**src/rtl/uart_rx_pkg.sv**
```systemverilog
package uart_rx_pkg;
  localparam int unsigned DATA_W = 8;
  localparam int unsigned OS_W   = 4;

  typedef enum logic [2:0] {
    RX_IDLE,
    RX_START,
    RX_DATA,
    RX_PAR,
    RX_STOP
  } rx_state_t;

  typedef struct packed {
    logic [DATA_W-1:0] data;
    logic              perr;
    logic              ferr;
    logic              brk;
  } rx_entry_t;
endpackage

```
**src/rtl/uart_rx_sync.sv**
```systemverilog
module uart_rx_sync (
  input  logic clk,
  input  logic rst_n,
  input  logic rxd,
  output logic rx_s,
  output logic rx_fall
);
  logic meta_q, sync_q, prev_q;

  always_ff @(posedge clk or negedge rst_n) begin
    if (!rst_n) begin
      meta_q <= 1'b1;
      sync_q <= 1'b1;
      prev_q <= 1'b1;
    end else begin
      meta_q <= rxd;
      sync_q <= meta_q;
      prev_q <= sync_q;
    end
  end

  assign rx_s    = sync_q;
  assign rx_fall = prev_q & ~sync_q;
endmodule

```
**src/rtl/uart_rx_deser.sv**
```systemverilog
module uart_rx_deser
  import uart_rx_pkg::*;
(
  input  logic       clk,
  input  logic       rst_n,
  input  logic       tick,
  input  logic       rx_s,
  input  logic       rx_fall,
  input  logic [1:0] wlen,
  input  logic       par_en,
  input  logic       par_even,
  input  logic       par_stick,
  output logic       push,
  output rx_entry_t  entry
);
  localparam logic [OS_W-1:0] MID  = OS_W'(7);
  localparam logic [OS_W-1:0] LAST = OS_W'(15);

  rx_state_t         st_q, st_n;
  logic [OS_W-1:0]   cnt_q, cnt_n;
  logic [2:0]        idx_q, idx_n;
  logic [DATA_W-1:0] sh_q, sh_n;
  logic              pbit_q, pbit_n;

  logic [2:0] last_idx;
  logic [2:0] shamt;
  logic       exp_par;

  assign last_idx = 3'd4 + {1'b0, wlen};
  assign shamt    = 3'd3 - {1'b0, wlen};

  always_comb begin
    st_n   = st_q;
    cnt_n  = cnt_q;
    idx_n  = idx_q;
    sh_n   = sh_q;
    pbit_n = pbit_q;
    push   = 1'b0;
    case (st_q)
      RX_IDLE: begin
        if (rx_fall) begin
          st_n  = RX_START;
          cnt_n = '0;
        end
      end
      RX_START: begin
        if (tick) begin
          if (cnt_q == MID) begin
            cnt_n = '0;
            if (!rx_s) begin
              st_n  = RX_DATA;
              idx_n = '0;
              sh_n  = '0;
            end else begin
              st_n = RX_IDLE;
            end
          end else begin
            cnt_n = cnt_q + 1'b1;
          end
        end
      end
      RX_DATA: begin
        if (tick) begin
          cnt_n = cnt_q + 1'b1;
          if (cnt_q == LAST) begin
            sh_n  = {rx_s, sh_q[DATA_W-1:1]};
            idx_n = idx_q + 1'b1;
            if (idx_q == last_idx) st_n = par_en ? RX_PAR : RX_STOP;
          end
        end
      end
      RX_PAR: begin
        if (tick) begin
          cnt_n = cnt_q + 1'b1;
          if (cnt_q == LAST) begin
            pbit_n = rx_s;
            st_n   = RX_STOP;
          end
        end
      end
      RX_STOP: begin
        if (tick) begin
          cnt_n = cnt_q + 1'b1;
          if (cnt_q == LAST) begin
            push = 1'b1;
            st_n = RX_IDLE;
          end
        end
      end
      default: st_n = RX_IDLE;
    endcase
  end

  always_ff @(posedge clk or negedge rst_n) begin
    if (!rst_n) begin
      st_q   <= RX_IDLE;
      cnt_q  <= '0;
      idx_q  <= '0;
      sh_q   <= '0;
      pbit_q <= 1'b0;
    end else begin
      st_q   <= st_n;
      cnt_q  <= cnt_n;
      idx_q  <= idx_n;
      sh_q   <= sh_n;
      pbit_q <= pbit_n;
    end
  end

  // unfilled shift positions are zero, so a full-width reduction covers the data bits
  always_comb begin
    if (par_stick) exp_par = ~par_even;
    else           exp_par = par_even ? ^sh_q : ~^sh_q;
  end

  always_comb begin
    entry.data = sh_q >> shamt;
    entry.perr = par_en & (pbit_q != exp_par);
    entry.ferr = ~rx_s;
    entry.brk  = (sh_q == '0) & (~par_en | ~pbit_q) & ~rx_s;
  end

  assert_start_low_R2: assert property (@(posedge clk) disable iff (!rst_n)
    (st_q == RX_DATA && $past(st_q) == RX_START) |-> !$past(rx_s));

  assert_brk_framing_R7: assert property (@(posedge clk) disable iff (!rst_n)
    (push && entry.brk) |-> entry.ferr);

  assert_upper_zero_R1: assert property (@(posedge clk) disable iff (!rst_n)
    (push && wlen == 2'd0) |-> (entry.data[7:5] == 3'b000));

  assert_no_perr_R5: assert property (@(posedge clk) disable iff (!rst_n)
    (push && !par_en) |-> !entry.perr);
endmodule

```
**src/rtl/uart_rx_store.sv**
```systemverilog
module uart_rx_store
  import uart_rx_pkg::*;
#(
  parameter int unsigned DEPTH = 4
) (
  input  logic      clk,
  input  logic      rst_n,
  input  logic      fifo_en,
  input  logic      push,
  input  rx_entry_t wr_entry,
  input  logic      pop,
  output logic      valid,
  output rx_entry_t head,
  output logic      overrun
);
  localparam int unsigned AW = (DEPTH > 1) ? $clog2(DEPTH) : 1;
  localparam int unsigned CW = AW + 1;

  rx_entry_t       mem [DEPTH];
  logic [AW-1:0]   wp_q, wp_n, rp_q, rp_n;
  logic [CW-1:0]   cnt_q, cnt_n;
  logic            ovr_q, ovr_n;
  logic [CW-1:0]   cap;
  logic            full, do_wr, do_rd;

  generate
    if (DEPTH > 1) begin : g_queue
      assign cap = fifo_en ? CW'(DEPTH) : CW'(1);
    end else begin : g_single
      assign cap = CW'(1);
    end
  endgenerate

  assign full  = (cnt_q >= cap);
  assign do_wr = push & ~full;
  assign do_rd = pop & (cnt_q != '0);

  always_comb begin
    wp_n  = wp_q;
    rp_n  = rp_q;
    cnt_n = cnt_q;
    ovr_n = ovr_q;
    if (do_wr) wp_n = (wp_q == AW'(DEPTH - 1)) ? '0 : wp_q + 1'b1;
    if (do_rd) rp_n = (rp_q == AW'(DEPTH - 1)) ? '0 : rp_q + 1'b1;
    if (do_wr && !do_rd)      cnt_n = cnt_q + 1'b1;
    else if (!do_wr && do_rd) cnt_n = cnt_q - 1'b1;
    if (push && full) ovr_n = 1'b1;
    else if (do_rd)   ovr_n = 1'b0;
  end

  always_ff @(posedge clk or negedge rst_n) begin
    if (!rst_n) begin
      wp_q  <= '0;
      rp_q  <= '0;
      cnt_q <= '0;
      ovr_q <= 1'b0;
    end else begin
      wp_q  <= wp_n;
      rp_q  <= rp_n;
      cnt_q <= cnt_n;
      ovr_q <= ovr_n;
    end
  end

  always_ff @(posedge clk) begin
    if (do_wr) mem[wp_q] <= wr_entry;
  end

  assign valid   = (cnt_q != '0);
  assign head    = mem[rp_q];
  assign overrun = ovr_q;

  assert_fill_cap_R8: assert property (@(posedge clk) disable iff (!rst_n)
    cnt_q <= CW'(DEPTH));

  assert_single_slot_R8: assert property (@(posedge clk) disable iff (!rst_n)
    (!fifo_en && $stable(fifo_en)) |-> (cnt_q <= CW'(1)));

  assert_ovr_raise_R9: assert property (@(posedge clk) disable iff (!rst_n)
    (push && full) |=> overrun);

  assert_ovr_drop_R9: assert property (@(posedge clk) disable iff (!rst_n)
    (push && full && !pop) |=> $stable(cnt_q));
endmodule

```
**src/rtl/uart_frame_rx.sv**
```systemverilog
module uart_frame_rx
  import uart_rx_pkg::*;
#(
  parameter int unsigned DEPTH = 4
) (
  input  logic       clk,
  input  logic       rst_n,
  input  logic       os_tick,
  input  logic       rxd,
  input  logic [1:0] cfg_wlen,
  input  logic       cfg_par_en,
  input  logic       cfg_par_even,
  input  logic       cfg_par_stick,
  input  logic       cfg_fifo_en,
  input  logic       rd_en,
  output logic       rd_valid,
  output logic [7:0] rd_data,
  output logic       rd_perr,
  output logic       rd_ferr,
  output logic       rd_brk,
  output logic       overrun
);
  logic      rx_s, rx_fall, push;
  rx_entry_t entry, head;

  uart_rx_sync u_sync (
    .clk     (clk),
    .rst_n   (rst_n),
    .rxd     (rxd),
    .rx_s    (rx_s),
    .rx_fall (rx_fall)
  );

  uart_rx_deser u_deser (
    .clk       (clk),
    .rst_n     (rst_n),
    .tick      (os_tick),
    .rx_s      (rx_s),
    .rx_fall   (rx_fall),
    .wlen      (cfg_wlen),
    .par_en    (cfg_par_en),
    .par_even  (cfg_par_even),
    .par_stick (cfg_par_stick),
    .push      (push),
    .entry     (entry)
  );

  uart_rx_store #(.DEPTH(DEPTH)) u_store (
    .clk      (clk),
    .rst_n    (rst_n),
    .fifo_en  (cfg_fifo_en),
    .push     (push),
    .wr_entry (entry),
    .pop      (rd_en),
    .valid    (rd_valid),
    .head     (head),
    .overrun  (overrun)
  );

  assign rd_data = head.data;
  assign rd_perr = head.perr;
  assign rd_ferr = head.ferr;
  assign rd_brk  = head.brk;
endmodule

```
**config.mk**
```make
export PLATFORM = sky130hd
export DESIGN_NAME = uart_frame_rx
export DESIGN_NICKNAME = d
export VERILOG_FILES = /design/src/rtl/uart_rx_pkg.sv /design/src/rtl/uart_rx_sync.sv /design/src/rtl/uart_rx_deser.sv /design/src/rtl/uart_rx_store.sv /design/src/rtl/uart_frame_rx.sv
export SDC_FILE = /design/constraint.sdc
export NUM_CORES = 1
export LEC_CHECK = 0
export BUFFER_PORTS_ARGS = -buffer_cell sky130_fd_sc_hd__buf_2
export CAP_MARGIN = 20
export CORE_MARGIN = 2
export CORE_UTILIZATION = 48
export DETAILED_ROUTE_END_ITERATION = 10
export PLACE_DENSITY = 0.66
export SKIP_CTS_REPAIR_TIMING = 1
export SYNTH_ARGS = -nofsm -noshare
export SYNTH_HDL_FRONTEND = slang
export SYNTH_HIERARCHICAL = 1
export SYNTH_SLANG_ARGS = --single-unit
```
**constraint.sdc**
```tcl
create_clock -name clk -period 7.25 [get_ports clk]
set_input_delay 1.0875 -clock clk [delete_from_list [all_inputs] [get_ports clk]]
set_output_delay 1.0875 -clock clk [all_outputs]
set_load 0.05 [all_outputs]
```
; ---- Word-level counts from Yosys, hierarchy flattened
; Memory sizes are Yosys's and may differ from the RTL's.
; Cells that the tools add are included.
[classes]
addsub = 8
order_cmp = 1
n_eq_ne = 22
shifts = 1
muxes = 44
n_bitwise = 12
n_reduce_logical = 19
[op_table]
columns = operator, n
row1 = $mux 3, 19
row2 = $mux 8, 5
row3 = $mux 4, 4
row4 = $pmux 8 s2, 1
row5 = $pmux 3 s5, 1
row6 = $ne 2x1->1 const B, 6
row7 = $ne 2x2->1 const B, 6
row8 = $pmux 4 s3, 1
row9 = $reduce_and 10->1, 1
row10 = $mux 1, 9
row11 = $logic_not 8->1, 1
row12 = $reduce_xnor 8->1, 1
row13 = $reduce_xor 8->1, 1
row14 = $shr 8x3->8, 1
row15 = $add 3x1->3 const B, 2
row16 = $and 1x1->1, 6
row17 = $eq 3x2->1 const B, 2
row18 = $mux 2, 3
row19 = $pmux 3 s2, 1
row20 = $reduce_and 6->1, 1
row21 = $reduce_bool 2->1, 3
row22 = $reduce_bool 3->1, 2
row23 = $not 1->1, 5
row24 = $add 2x1->2 const B, 2
row25 = other kinds (19), 23
[totals]
reg_bits = 30
ramBits = 44
input_bits = 11
out_inout_bits = 13
n_memories = 1
[memory_table]
columns = memory, words, width, rd, rd_clocked_by_memory_dff, write_ports, line_no
row1 = u_store.mem, 4, 11, 1, 0, 1, uart_rx_store.sv:19  ; rx_entry_t mem [DEPTH];

; ---- Logic depth before layout (Yosys ltp)
[logic_depth]
word_depth = 9
mapped_depth = 11

; ---- By module
; The synthesis kept the hierarchy.
[modules_own_cells]
columns = module, instances, cells_per_inst, area_each_um2
row1 = uart_rx_store, 1, 102, 2102.0
row2 = uart_rx_deser, 1, 155, 1331.3
row3 = uart_rx_sync, 1, 4, 92.6

; ---- Worst setup path before layout
; Ideal clock, no wire load.
[synth_timing]
kind = input port to flip-flop
from = input cfg_fifo_en
to = register u_store.cnt_q[2]
arrival_time_ps = 2985
slack_ps = 4186
path_stages = 10
path_buffers = 0
path_cell_list = inv_1 -> ha_1 -> or3b_4 -> a21oi_4 -> ha_1 -> inv_1 -> fa_1 -> xor2_1 -> nor2_1 -> xor2_1
[synth_via]
elab_chain_cells = 7
[synth_lines]
columns = element, line_no
row1 = "start, declared", uart_frame_rx.sv:14  ; input logic cfg_fifo_en,
row2 = $mux 3 *, uart_rx_store.sv:28  ; assign cap = fifo_en ? CW'(DEPTH) : CW'(1);
row3 = $ge 3x3->1 *, uart_rx_store.sv:34  ; assign full = (cnt_q >= cap);
row4 = $not 1->1 *, uart_rx_store.sv:35  ; assign do_wr = push & ~full;
row5 = $and 1x1->1 *, uart_rx_store.sv:35
row6 = net u_store.do_wr, uart_rx_store.sv:24  ; logic full, do_wr, do_rd;
row7 = $logic_not 1->1, uart_rx_store.sv:46  ; else if (!do_wr && do_rd) cnt_n = cnt_q - 1'b1;
row8 = $logic_and 1x1->1, uart_rx_store.sv:46
row9 = $reduce_bool 2->1 (no source line), -
row10 = "end signal, assigned", uart_rx_store.sv:60  ; cnt_q <= cnt_n;
row11 = "end, declared", uart_rx_store.sv:21  ; logic [CW-1:0] cnt_q, cnt_n;
; Mark *: on every way through the listed nets, which the timed path passes. The rest lies on a longest branch.
; A chain may end at the register's enable or synchronous reset.

; ---- Final worst setup path
[layout_timing]
from = register u_store.rp_q[0]
to = output rd_ferr
[layout_via]
elab_chain_cells = 1
[layout_lines]
columns = element, line_no
row1 = "start, declared", uart_rx_store.sv:20  ; logic [AW-1:0] wp_q, wp_n, rp_q, rp_n;
row2 = "start signal, assigned", uart_rx_store.sv:59  ; rp_q <= rp_n;
row3 = $mem_v2 4x11, -
row4 = "end, declared", uart_frame_rx.sv:19  ; output logic rd_ferr,
; Every way passes these cells.

==> metrics.md <==
| Metric | Value |
|---|---|
| Status | `finished clean` |
| Post-synthesis async set-or-reset flop share | `40.5%` |
| # H-tree levels | `3` |
| Core area | `7180 µm²` |
| Tcrit/Tclk final | `43.3%` |
| Initial Utilization | `49.1%` |
| # diodes | `0` |
| Most used DFF post-synth | `edfxtp_1` |
| Switching pwr | `401 µW` |
| Final hold violations | `0` |
| Pwr dens | `315 nW/µm²` |
| CP Launch Point | `u_store/rp_q[0]$_DFFE_PN0P_` |
| Total wire length | `5750 µm` |
| RSZ-0062 raised after global routing | `no` |
| Fraction of layout cells with a size suffix above 1 | `21.4%` |
| DR iter-0 viols | `98` |
| Max Fanout on Critical Path | `14` |
| Drc violations | `0` |
| Grt ovf | `0` |
| Yosys warns | `6` |
| Initial antenna violation count | `0` |
| WS Path Type | `reg -> out` |
| Yosys reg bits | `74` |
| Int Power | `842 µW` |
| Worst reg2reg startpoint | `u_deser/cnt_q[0]$_DFFE_PN0P_` |
| Final setup viols | `0` |
| Min-Delay Path Class | `reg -> reg` |
| Die width | `89.7 µm` |
| Clk network pwr share | `30.7%` |
| Final layout net count | `311` |
| Routed wire length per instance | `14.8 µm` |
| Final Skew | `0.00718 ns` |
| Clock Tree Root | `clkbuf_8` |
| Max-Cap Viols | `0` |
| Logic pwr share | `24.3%` |
| Post-DP HPWL | `3990 µm` |
| Clk slew on worst S/H paths | `0.08 ns` |
| Worst slew pin tran | `0.801 ns` |
| Syn avg cell area | `13.5 µm²` |
| Min cycle time layout | `3.14 ns` |
| Row count | `31` |
| Gr usage total | `15.5%` |
| Slowest CP cell | `dfrtp_1` |
| Setup tns final | `0 ns` |
| Hold_sp | `u_sync/meta_q$_DFF_PN1_` |
| Peak supply drop | `0.000146 V` |
| Cell count after synthesis | `261` |
| Overall die height | `89.7 µm` |
| Detail Route Antenna Nets | `0` |
| WP data required | `6.16 ns` |
| Arr. time, crit path | `2.05 ns` |
| Post-synth EDFFs | `44` |
| F_max | `0.318 GHz` |
| CTS sink count | `74` |
| Kind of end point of the critical path | `primary output` |
| DRT Pass-1 Iters | `4` |
| Vias in the first global route | `2067` |
| Fin Hold WS | `0.358 ns` |
| Synth Cell Area | `3530 µm²` |
| Port Buf Inserts | `23` |
| CTS buffer count | `9` |
| Maximum clock insertion buffer count | `2` |
| CP startpoint kind | `flop` |
| First-pass GRT wire length | `9780 µm` |
| Sw frac | `32.3%` |
| Cell variety after synth | `49` |
| Die area | `8050 µm²` |
| Worst-Skew Late Latency | `0.34 ns` |
| Via count | `2026` |
| CP max stage delay | `0.87 ns` |
| Sequential Power Share | `45.0%` |
| Fill cell count | `577` |
| Largest net degree at the start of global routing | `31` |
| Lkg Pwr | `0.00154 µW` |
| Via/cell ratio | `5.21` |
| Seq/Total Area, Yosys | `58.9%` |
| CP Cell Sequence | `mux4_2 -> buf_2` |
| Synth Net Count | `287` |
| CTS tree | `yes` |
| Slew Viols, Final | `0` |
| Placer congestion estimate | `0.765` |
| Max transition margin | `46.6%` |
| Io pins | `24` |
| Area grow syn2layout | `11.9%` |
## final cells by class
cell class / instances / area [µm²] / share of cell area [%]
inverters: 17 / 63.8 / 1.62
clock buffers: 10 / 128 / 3.23
flip-flops and latches: 74 / 2080 / 52.6
repair buffers: 23 / 115 / 2.92
multi-input cells: 160 / 1330 / 33.6
well taps: 99 / 124 / 3.14
clock inverters: 6 / 115 / 2.92
## final timing paths
check / end / slack, ns / cells after the start
max: rd_ferr / 4.11 / 2
min: u_sync/rx_s$_DFF_PN1_ / 0.36 / 0
max reg2reg: u_store/cnt_q[2]$_DFFE_PN0P_ / 4.41 / 11
min reg2reg: u_sync/rx_s$_DFF_PN1_ / 0.36 / 0
max in group asynchronous: u_deser/st_q[1]$_DFFE_PN0P_ / 6.04 / 1
min in group asynchronous: u_deser/idx_q[0]$_DFFE_PN0P_ / 0.78 / 1
## critical path: cells and delay by family (launching register included)
| kind | cells | cell delay (ns) |
|---|---|---|
| flip-flops | 1 | 0.87 |
| multiplexers | 1 | 0.61 |
| buffers and inverters | 1 | 0.23 |
## layout by cell type, fill, tap and decap left out, types with 5 or more instances in the layout
master    instances
mux2i_1          13
buf_2            23
o21ai_1          11
inv_1            17
mux2_2            5
clkbuf_8          9
nor2_1            8
nand3_1           5
ha_1             14
edfxtp_1         44
o21ai_0           6
xnor2_1           7
dfrtp_1          27
a21oi_1           5
nand2_1          28
mux4_2           11
## Yosys cell counts (all sizes together) (5+ instances only)
library cell  count  area (µm²)
nor2              8        30.0
mux2              6        71.3
buf               8        53.8
mux4             11         248
nand3             5        25.0
edfxtp           44        1320
xnor2             7        61.3
inv              17        63.8
dfrtp            27         676
mux2i            13         130
a21oi             6        41.3
ha               14         175
nand2            28         105
o21ai            17        85.1
## power by group through the flow
stage,clock [µW],sequential (µW),combinational (µW)
2_1_floorplan,0,519,296
6_report,381,559,302
3_5_place_dp,0,570,304
4_1_cts,390,561,305
5_1_grt,407,570,327
3_3_place_gp,0,568,296
## registers in the layout, summed over array words and instances (netlist names)
name and count:
u_deser/pbit_q 1, u_deser/st_q 3, u_store/cnt_q 3, u_sync/meta_q 1, u_sync/rx_s 1, u_store/mem 44, u_deser/sh_q 8, u_store/wp_q 2
u_deser/cnt_q 4, u_sync/prev_q 1, u_store/rp_q 2, u_deser/idx_q 3, u_store/overrun 1
## logic make-up (layout without fill, tap and decap cells)
family	after synthesis	after routing	synth area share, %
AO/OA/AOI/OAI	34	34	6.07
XOR/XNOR	11	11	2.73
adder cells (fa/ha/maj)	15	15	5.54
buffers and inverters	27	56	3.55
flip-flops	74	74	58.9
multiplexers	30	30	12.7
AND/OR/NAND/NOR	70	70	10.5
## per-stage QoR
| step | setup WS, ns | std cells | area, µm² | power [µW] | util [%] |
|---|---|---|---|---|---|
| 2_1_floorplan | 4.19 | 261 | 3530 | 815 | - |
| 3_3_place_gp | 3.94 | 373 | 3700 | 864 | 51.6 |
| 3_5_place_dp | 3.83 | 373 | 3700 | 874 | 51.6 |
| 4_1_cts | 4.06 | 389 | 3950 | 1260 | 55.0 |
| 5_1_grt | 3.97 | 389 | 3950 | 1300 | 55.0 |
| 6_report | 4.11 | 389 | 3950 | 1240 | 55.0 |
## per-layer routing
layer	up-vias	global-route usage (%)	wire length, µm
met4	0	6.15	86
met2	42	24.7	2700
met1	974	20.6	2730
met5	-	0	0
li1	1002	-	-
met3	8	3.69	237
(Power assumes the default switching activity.)
